--- src/rtl/esc_pkg.sv ---
package esc_pkg;
    typedef enum logic {
        CELL_CAPTURE = 1'b0,
        CELL_SHIFT   = 1'b1
    } cell_mode_e;

    typedef enum logic {
        STAGE_KEEP = 1'b0,
        STAGE_LOAD = 1'b1
    } stage_mode_e;
endpackage

--- src/rtl/esc_scan_cell.sv ---
module esc_scan_cell
    import esc_pkg::*;
(
    input  logic clk,
    input  logic rst_n,
    input  logic scan_en,
    input  logic ser_in,
    input  logic func_in,
    output logic q
);
    cell_mode_e mode;
    logic       d_next;

    always_comb begin
        mode = cell_mode_e'(scan_en);
        unique case (mode)
            CELL_SHIFT:   d_next = ser_in;
            CELL_CAPTURE: d_next = func_in;
            default:      d_next = func_in;
        endcase
    end

    always_ff @(posedge clk) begin
        if (!rst_n) q <= 1'b0;
        else        q <= d_next;
    end
endmodule

--- src/rtl/esc_hold_stage.sv ---
module esc_hold_stage
    import esc_pkg::*;
(
    input  logic clk,
    input  logic rst_n,
    input  logic upd,
    input  logic src,
    output logic q
);
    stage_mode_e mode;
    logic        q_next;

    always_comb begin
        mode = stage_mode_e'(upd);
        unique case (mode)
            STAGE_LOAD: q_next = src;
            STAGE_KEEP: q_next = q;
            default:    q_next = q;
        endcase
    end

    always_ff @(posedge clk) begin
        if (!rst_n) q <= 1'b0;
        else        q <= q_next;
    end
endmodule

--- src/rtl/enhanced_scan_chain.sv ---
module enhanced_scan_chain #(
    parameter int CHAIN_LEN = 8
) (
    input  logic                 clk,
    input  logic                 rst_n,
    input  logic                 scan_en,
    input  logic                 scan_in,
    input  logic                 upd,
    input  logic [CHAIN_LEN-1:0] func_d,
    output logic [CHAIN_LEN-1:0] hold_q,
    output logic                 scan_out
);
    localparam int LAST = CHAIN_LEN - 1;

    logic [CHAIN_LEN-1:0] chain_q;
    logic [CHAIN_LEN-1:0] ser_src;

    assign ser_src = {chain_q[LAST-1:0], scan_in};

    for (genvar i = 0; i < CHAIN_LEN; i++) begin : g_cell
        esc_scan_cell u_cell (
            .clk     (clk),
            .rst_n   (rst_n),
            .scan_en (scan_en),
            .ser_in  (ser_src[i]),
            .func_in (func_d[i]),
            .q       (chain_q[i])
        );

        esc_hold_stage u_hold (
            .clk   (clk),
            .rst_n (rst_n),
            .upd   (upd),
            .src   (chain_q[i]),
            .q     (hold_q[i])
        );
    end

    assign scan_out = chain_q[LAST];
endmodule

--- config.mk ---
export PLATFORM = sky130hd
export DESIGN_NAME = enhanced_scan_chain
export DESIGN_NICKNAME = d
export VERILOG_FILES = /design/src/rtl/esc_pkg.sv /design/src/rtl/esc_scan_cell.sv /design/src/rtl/esc_hold_stage.sv /design/src/rtl/enhanced_scan_chain.sv
export SDC_FILE = /design/constraint.sdc
export NUM_CORES = 1
export LEC_CHECK = 0
export ABC_AREA = 1
export BUFFER_PORTS_ARGS = -buffer_cell sky130_fd_sc_hd__clkbuf_2
export CORE_MARGIN = 8
export CORE_UTILIZATION = 25
export CTS_CLUSTER_DIAMETER = 30
export DETAILED_ROUTE_END_ITERATION = 7
export PLACE_DENSITY = 0.46
export SLEW_MARGIN = 40
export SYNTH_ARGS = -nofsm -noshare
export SYNTH_HDL_FRONTEND = slang
export SYNTH_SLANG_ARGS = --single-unit
export TNS_END_PERCENT = 50
--- constraint.sdc ---
create_clock -name clk -period 0.8 [get_ports clk]
set_clock_uncertainty 0.1 [all_clocks]
set_input_delay 0.12 -clock clk [delete_from_list [all_inputs] [get_ports clk]]
set_output_delay 0.12 -clock clk [all_outputs]
set_load 0.05 [all_outputs]
==> results of run 1 <==
## power breakdown
part | leakage (nW) | switching [W] | internal [W] | total (W)
clock network | 0.0210 | 0.000257 | 0.000277 | 0.000534
registers | 0.136 | 0.0000369 | 0.000857 | 0.000894
logic | 0.347 | 0.000227 | 0.000197 | 0.000425
## routing by layer
| layer | vias to the layer above | wire [um] |
|---|---|---|
| li1 | 318 | - |
| met1 | 233 | 603 |
| met2 | 13 | 715 |
| met3 | 2 | 84 |
| met4 | 0 | 14 |
| met5 | - | 0 |
## state kept, by name, indices dropped and copies added, names as in the netlist
signal / count
g_cell.u_cell.q: 8
g_cell.u_hold.q: 8
## metrics by stage
stage | power, W | cells | hold WS [ns] | TNS [ns]
2_1_floorplan | 0.00120 | 103 | 0.148 | 0
3_3_place_gp | 0.00131 | 141 | 0.242 | -0.253
3_5_place_dp | 0.00131 | 141 | 0.251 | -0.299
4_1_cts | 0.00188 | 149 | -0.0465 | -1.96
5_1_grt | 0.00195 | 149 | -0.0252 | -2.12
6_report | 0.00185 | 149 | -0.0401 | -1.81
## cells in the final DEF (no fill, tap or decap), types with 2 or more instances in the layout
cell and instances:
buf_12 9, clkbuf_2 12, clkbuf_4 3, dfxtp_1 6, dfxtp_2 9, dlygate4sd3_1 2, dlymetal6s4s_1 2, inv_1 7
inv_2 2, nand2_1 28, nand2_2 4, nor2_1 31
## area by class of cell
| cell class | instances | share of cell area (%) |
|---|---|---|
| sequential | 16 | 34.1 |
| clock buffer | 4 | 3.69 |
| inverter | 9 | 3.44 |
| multi-input combinational | 64 | 25.7 |
| tap | 31 | 3.95 |
| timing repair buffer | 25 | 29.0 |
## path summary, 6_finish.rpt
check             slack, ns                 end  cells after the start
setup / recovery      -0.20           hold_q[2]                      1
hold / removal        -0.04  g_cell[6].u_cell.q                      3
setup reg to reg       0.05  g_cell[7].u_hold.q                      4
hold reg to reg        0.40  g_cell[7].u_hold.q                      2
## repair_timing
item	in CTS	in global routing
pin swaps	0	2
endpoints found under the setup margin	9	16
resized for setup	8	6
endpoints found under the hold margin	8	3
## kinds of logic after synthesis
group	after synthesis	share of synthesized area (%)
AND/OR/NAND/NOR	64	33.8
flip-flops	16	43.3
buffers and inverters	23	22.8
==> qor.yml, run 1 <==
p_leak_nw: 0.505
required_ns: 0.58
crit_buf_inv: 1
whs_ns: -0.0401
netlist_area_um2: 739
drv_slew: 0
placed_cell_area_um2: 887
routedWlPerCell_um: 9.51
core_area_um2: 2780
place_hpwl_um: 1020
crit_slowest_cell: "dfxtp_2"
avgSynthCellArea_um2: 7.18
top_usage_layer: "met2"
drtIter0Drc: 33
finalNetCount: 132
fmax_mhz: 995
p_per_area_nw_per_um2: 1890
io_buffers: 21
syn-num-nets: 116
crit_fanout: 2
synth_edf_count: 0
endpoint_kind: "primary output"
die_h_um: 70.4
hp-class: "primary input to flip-flop"
seq_area_frac_synth_pct: 43.3
ant_nets: 0
hold_violations: 4
drive_above_1_share_pct: 35.6
violations: "hold timing, setup timing"
diodes: 0
num_rows: 19
setup_viol_count_final: 9
post_cts_buffers: 0
worstMarginPinSlew_ns: 0.350
cp_cell_sequence: "buf_12"
netlist_instances: 103
fin_util_pct: 35.3
io_pins: 22
wirelength_um: 1420
nFillCells: 287
design_area_um2: 982
synthMostInstantiatedCell: "nor2_1"
cp-start-kind: "flip-flop"
root_buffer: "clkbuf_4"
start_util_pct: 26.6
synth_top_area_share_pct: 43.3
synth-seq-cells: 16
track_usage_pct: 5.90
htreeDepth: 1
fin_crit_sh_pct: 126
ys_types: 8
min_period_ns: 1.00
maxCapViolations: 0
clkSlewWorstSetupHoldPaths_ns: 0.10
r2r-start: "g_cell[7].u_cell.q"
grt_pass1_wl_um: 2430
synthArstFlopShare_pct: 0
cts_sinks: 16
via_per_inst: 3.80
ff_latch_area_um2: 335
syn_to_final_growth_pct: 32.8
rsz0062_at_grt: "true"
crit_type: "flip-flop to primary output"
grt_max_degree: 17
slowest_delay_ns: 0.37
synth_commonest_cells: "nor2_1 (32), nand2_1 (28), dfxtp_1 (16)"
hp-start: "func_d[6]"
yosys_warnings: 0
numCtsBuffers: 3
drcViolationCount: 0
die_area_um2: 4950
use_met3_pct: 2.40
slew_headroom_pct: 76.7
post-place-ws_ns: -0.0402
clock_path_buffers: 2
ys_top_cells_by_area: "dfxtp_1 (43%), nor2_1 (16%), nand2_1 (14%)"
gp_congestion: 0.714
grt_pass1_vias: 605
yosys.area.top_type: "dfxtp_1"
outcome: "finished with violations"
firstDrtPassIters: 3
clk_latency_ns: 0.28
setup_slack_ns: -0.205
crit_family: "flip-flops"
met1_usage_pct: 6.09
critPathArrivalTime_ns: 0.78
antenna_found_initial: 0
ctsHoldBuffers: 4
die_w_um: 70.4
cts_tree: "yes"
crit_start: "g_cell[2].u_hold.q"
ys.flop_type: "dfxtp_1"
gr-usage-met2_pct: 9.86
multi_input_area_um2: 253
grt_overflow: 0
via_count: 566
ir_worst_vdd_v: 0.000745
Note: power is estimated with default switching activity, not from simulation.
==> run 2, diff against run 1 <==
--- a/config.mk
+++ b/config.mk
@@ -11,7 +11,6 @@
 export CORE_UTILIZATION = 25
 export CTS_CLUSTER_DIAMETER = 30
 export DETAILED_ROUTE_END_ITERATION = 7
-export PLACE_DENSITY = 0.46
 export SLEW_MARGIN = 40
 export SYNTH_ARGS = -nofsm -noshare
 export SYNTH_HDL_FRONTEND = slang
==> constraint.sdc (replaced) <==
create_clock -name clk -period 0.8 [get_ports clk]
set_clock_uncertainty 0.1 [all_clocks]
set_input_delay 0.12 -clock clk [delete_from_list [all_inputs] [get_ports clk]]
set_output_delay 0.12 -clock clk [all_outputs]
set_load 0.005 [all_outputs]
==> run 2 against run 1 <==
The flow still finishes with violations (hold timing, setup timing). Worst setup slack better by 0.055 ns. Non-clock buffer count down 1. Wire length down 5.1%. Die area unchanged. Largest power group unchanged.
==> qor.yml, run 2 (synthesized netlist as in run 1, its figures left out) <==
via_per_inst: 3.84  # +1.2%
core_area_um2: 2780  # unchanged
syn_to_final_growth_pct: 16.2
use_met3_pct: 2.40  # unchanged
setup_slack_ns: -0.150  # +0.0555 ns
firstDrtPassIters: 4  # +1
maxCapViolations: 0  # unchanged
ff_latch_area_um2: 332  # -1.1%
outcome: "finished with violations"
drcViolationCount: 0  # unchanged
antenna_found_initial: 0  # unchanged
fin_crit_sh_pct: 119  # -6.9 points
worstMarginPinSlew_ns: 0.330  # -0.0194 ns
crit_type: "flip-flop to primary output"
crit_family: "flip-flops"
total_power_w: 0.00165  # -11%
ff2ff_setup_slack_ns: 0.02  # -0.03 ns
drive_above_1_share_pct: 36.8  # +1.2 points
htreeDepth: 1  # unchanged
slowest_delay_ns: 0.34  # -0.03 ns
met1_usage_pct: 6.73  # +0.64 points
top_usage_layer: "met2"
cts_sinks: 16  # unchanged
p_leak_nw: 0.463  # -8.2%
routedWlPerCell_um: 9.09  # -4.4%
p_per_area_nw_per_um2: 1920  # +1.9%
crit_cells: 1  # unchanged
cp_cell_sequence: "buf_6"
crit_slowest_cell: "dfxtp_2"
track_usage_pct: 5.70  # -0.20 points
ant_nets: 0  # unchanged
crit_buf_inv: 1  # unchanged
slew_headroom_pct: 78.0  # +1.3 points
drtIter0Drc: 12  # -64%
critPathArrivalTime_ns: 0.73  # -0.05 ns
place_hpwl_um: 1010  # -0.18%
die_h_um: 70.4  # unchanged
grt_pass1_vias: 551  # -8.9%
whs_ns: -0.0479  # -0.00783 ns
fmax_mhz: 1050  # +5.8%
io_pins: 22  # unchanged
root_buffer: "clkbuf_4"
clk_latency_ns: 0.28  # about the same
clkSlewWorstSetupHoldPaths_ns: 0.10  # about the same
nFillCells: 303  # +5.6%
rsz0062_at_grt: "true"
wirelength_um: 1350  # -5.1%
start_util_pct: 26.6  # unchanged
via_count: 569  # +0.53%
die_area_um2: 4950  # unchanged
drv_slew: 0  # unchanged
num_rows: 19  # unchanged
required_ns: 0.58  # about the same
io_buffers: 21  # unchanged
grt_max_degree: 17  # unchanged
gp_congestion: 0.753  # +5.6%
violations: "hold timing, setup timing"
die_w_um: 70.4  # unchanged
endpoint_kind: "primary output"
gr-usage-met2_pct: 8.35  # -1.5 points
hold_depth: 3  # unchanged
clock_path_buffers: 2  # unchanged
grt_pass1_wl_um: 2370  # -2.3%
hp-class: "primary input to flip-flop"
final_cell_mix: "nor2_1 (31), nand2_1 (28), clkbuf_2 (16)"
multi_input_area_um2: 253  # unchanged
reg.largest.list: "g_cell.u_cell.q (8), g_cell.u_hold.q (8)"
final_common_cell: "nor2_1"
grt_overflow: 0  # unchanged
finalNetCount: 131  # -0.76%
crit_fanout: 2  # unchanged
cp-start-kind: "flip-flop"
min_period_ns: 0.950  # -0.0555 ns
tns_ns: -1.26  # +0.543 ns
ir_worst_vdd_v: 0.000792  # +6.3%
ff2ff_path_depth: 3  # -1
ctsHoldBuffers: 2  # -2
cts_tree: "yes"
numCtsBuffers: 3  # unchanged
diodes: 0  # unchanged
hold_violations: 6  # +2
setup_viol_count_final: 9  # unchanged
==> run 2: timing repair <==
item                                    CTS  global route
pin swaps                                 0             1
setup buffers                             0             1
endpoints found under the setup margin    9            17
resized for setup                         9            11
endpoints found under the hold margin     8             5
==> run 2: area by class of cell <==
class | instances | share of cell area (%)
Inverter | 9 | 3.93
Multi-Input combinational cell | 64 | 29.4
Timing Repair Buffer | 24 | 19.4
Clock buffer | 4 | 4.22
Sequential cell | 16 | 38.6
Tap cell | 31 | 4.51
==> run 2: path summary, 6_finish.rpt <==
path | startpoint | endpoint
worst max register to register | g_cell[4].u_hold.q | g_cell[4].u_hold.q
worst max-delay path | g_cell[6].u_hold.q | hold_q[6]
worst min-delay path | func_d[4] | g_cell[4].u_cell.q
worst min register to register | g_cell[0].u_hold.q | g_cell[0].u_hold.q
==> run 2: routing by layer <==
layer	vias up	wire length, um
met5	-	0
met1	236	671
li1	316	-
met2	15	557
met3	2	100
met4	0	16
==> run 2: metrics by stage <==
step	utilization [%]	cell area, um2	worst slack, ns	cells
after global placement	26.9	748	-0.0306	141
after detailed placement	26.9	748	-0.0461	141
after CTS	29.3	816	-0.162	147
final	30.9	860	-0.150	148
after floorplan	-	739	0.104	103
after global routing	30.9	860	-0.179	148
==> run 2: where the power goes <==
group,total [W],switching (W),internal [W]
logic,0.000242,0.000122,0.000120
registers,0.000882,0.0000249,0.000857
clock network,0.000528,0.000251,0.000277
total,0.00165,0.000398,0.00125
==> run 2: worst register-to-register path: stages, from the launching register on <==
cell	delay, ns
dfxtp_2	0.32
buf_4	0.12
nor2_1	0.08
nor2_1	0.06
==> run 3, diff against run 2 <==
--- a/config.mk
+++ b/config.mk
@@ -7,10 +7,13 @@
 export LEC_CHECK = 0
 export ABC_AREA = 1
 export BUFFER_PORTS_ARGS = -buffer_cell sky130_fd_sc_hd__clkbuf_2
+export CELL_PAD_IN_SITES_DETAIL_PLACEMENT = 0
+export CELL_PAD_IN_SITES_GLOBAL_PLACEMENT = 2
 export CORE_MARGIN = 8
-export CORE_UTILIZATION = 25
+export CORE_UTILIZATION = 23
 export CTS_CLUSTER_DIAMETER = 30
 export DETAILED_ROUTE_END_ITERATION = 7
+export PLACE_DENSITY_LB_ADDON = 0.1
 export SLEW_MARGIN = 40
 export SYNTH_ARGS = -nofsm -noshare
 export SYNTH_HDL_FRONTEND = slang
==> run 3 against run 2 <==
Clock power rose by 4.5%. The run still ends with hold timing, setup timing left. Non-clock buffer count rose by 6. First-iteration DRC count fell by 8.3%. Register-to-register slack improved by 0.02 ns. Sequential cell count did not move. Die area rose by 6.7%. Global-route usage rose by 0.65 points. Fmax fell by 0.48%. Cell count rose by 13%. Sequential share of layout area fell by 3.8 points. Worst setup slack got worse by 0.0045 ns. Critical path type unchanged.
==> qor.yml, run 3 (synthesized netlist as in run 1, its figures left out) <==
post-place-ws_ns: -0.0435  # +0.00260 ns
total_power_w: 0.00172  # +3.9%
p_per_area_nw_per_um2: 1800  # -6.5%
ant_nets: 0  # unchanged
grt_pass1_vias: 575  # +4.4%
reg.largest.list: "g_cell.u_cell.q (8), g_cell.u_hold.q (8)"
finalNetCount: 137  # +4.6%
outcome: "finished with violations"
grt_pass1_wl_um: 2620  # +10%
critPathArrivalTime_ns: 0.73  # about the same
cts_sinks: 16  # unchanged
track_usage_pct: 6.35  # +0.65 points
crit_fanout: 2  # unchanged
via_count: 579  # +1.8%
grt_max_degree: 17  # unchanged
min_period_ns: 0.954  # +0.00455 ns
nFillCells: 363  # +20%
grt_overflow: 0  # unchanged
cts_tree: "yes"
numCtsBuffers: 3  # unchanged
maxCapViolations: 0  # unchanged
crit_family: "flip-flops"
final_common_cell: "nand2_1"
p_int_w: 0.00128  # +2.2%
io_pins: 22  # unchanged
die_area_um2: 5290  # +6.7%
required_ns: 0.58  # about the same
syn_to_final_growth_pct: 29.1
multi_input_area_um2: 273  # +7.9%
fin_crit_sh_pct: 119  # +0.57 points
whs_ns: -0.0466  # +0.00133 ns
hp-class: "primary input to flip-flop"
firstDrtPassIters: 2  # -2
drtIter0Drc: 11  # -1
htreeDepth: 1  # unchanged
root_buffer: "clkbuf_4"
place_inst: 155  # +9.9%
clkSlewWorstSetupHoldPaths_ns: 0.10  # about the same
wirelength_um: 1490  # +11%
slowest_delay_ns: 0.34  # about the same
crit_buf_inv: 1  # unchanged
setup_slack_ns: -0.154  # -0.00455 ns
diodes: 0  # unchanged
rsz0062_at_grt: "true"
fmax_mhz: 1050  # -0.48%
die_h_um: 72.7  # +3.3%
antenna_found_initial: 0  # unchanged
final_cell_mix: "nand2_1 (28), nor2_1 (25), clkbuf_2 (17)"
place_hpwl_um: 1060  # +4.2%
drive_above_1_share_pct: 40.7  # +3.9 points
worstMarginPinSlew_ns: 0.381  # +0.0507 ns
cp-start-kind: "flip-flop"
drv_slew: 0  # unchanged
final-instance-count-excl-fill: 167  # +13%
start_util_pct: 24.2  # -2.4 points
p_sw_share_pct: 25.4  # +1.3 points
via_per_inst: 3.47  # -9.8%
p_seq_share_pct: 51.3  # -2.1 points
io_buffers: 21  # unchanged
endpoint_kind: "primary output"
combPwrFrac_pct: 16.6  # +1.9 points
clock_path_buffers: 2  # unchanged
ir_worst_vdd_v: 0.000413  # -48%
clkPwrFrac_pct: 32.1  # +0.2 points
ctsHoldBuffers: 6  # +4
hold_violations: 2  # -4
gp_congestion: 0.663  # -12%
cp_cell_sequence: "buf_6"
switchingPower_w: 0.000435  # +9.4%
setup_viol_count_final: 10  # +1
crit_type: "flip-flop to primary output"
num_rows: 20  # +1
crit_slowest_cell: "dfxtp_2"
drcViolationCount: 0  # unchanged
core_area_um2: 3050  # +9.8%
fin_util_pct: 31.3  # +0.37 points
clk_latency_ns: 0.28  # about the same
routedWlPerCell_um: 8.90  # -2.0%
p_leak_nw: 0.485  # +4.7%
ff_latch_area_um2: 332  # unchanged
slew_headroom_pct: 74.6  # -3.4 points
die_w_um: 72.7  # +3.3%
violations: "hold timing, setup timing"
## run 3: cell types whose count changed in the layout (fill, tap and decap cells not counted), sizes merged
cell,change
dlygate4sd3,+5
clkbuf,+1
buf,+1
dlymetal6s4s,-1
## run 3: repair_timing
action | in CTS | in global routing
buffers inserted | 0 | 2
pin swaps | 0 | 2
resized for setup | 9 | 14
endpoints found under the setup margin | 9 | 16
endpoints found under the hold margin | 8 | 2
## run 3: final cells by class
class / count / area share, %
multi-input cells: 64 / 28.6
repair buffers: 30 / 23.6
inverters: 9 / 3.54
clock buffers: 4 / 3.80
flip-flops and latches: 16 / 34.7
well taps: 44 / 5.77
## run 3: worst paths after layout
check,start,to,slack (ns),cells after the start
worst max-delay path,g_cell[2].u_hold.q,hold_q[2],-0.15,1
worst min-delay path,func_d[7],g_cell[7].u_cell.q,-0.05,3
worst max register to register,g_cell[5].u_hold.q,g_cell[5].u_hold.q,0.04,3
worst min register to register,g_cell[3].u_hold.q,g_cell[3].u_hold.q,0.37,2
## run 3: per-layer routing
metal / share of wire, % / up-vias / track usage (%)
met5: 0 / - / 0
met4: 1.3 / 0 / 4.00
met3: 6.7 / 2 / 2.88
met2: 39 / 15 / 8.45
met1: 53 / 235 / 7.95
li1: - / 327 / -
## run 3: power by group through the flow
stage	registers [W]	logic (W)	clock network (W)
after floorplan	0.000886	0.000205	0
after global routing	0.000886	0.000325	0.000593
after detailed placement	0.000890	0.000230	0
final	0.000880	0.000285	0.000552
after global placement	0.000888	0.000231	0
after CTS	0.000877	0.000254	0.000577
## run 3: through the flow
stage | hold WS (ns) | cell area, um2 | TNS, ns
global placement | 0.239 | 785 | -0.322
global route | -0.0499 | 955 | -1.65
floorplan | 0.149 | 739 | 0
finish | -0.0466 | 955 | -1.32
CTS | -0.0538 | 892 | -1.49
detailed placement | 0.244 | 785 | -0.381
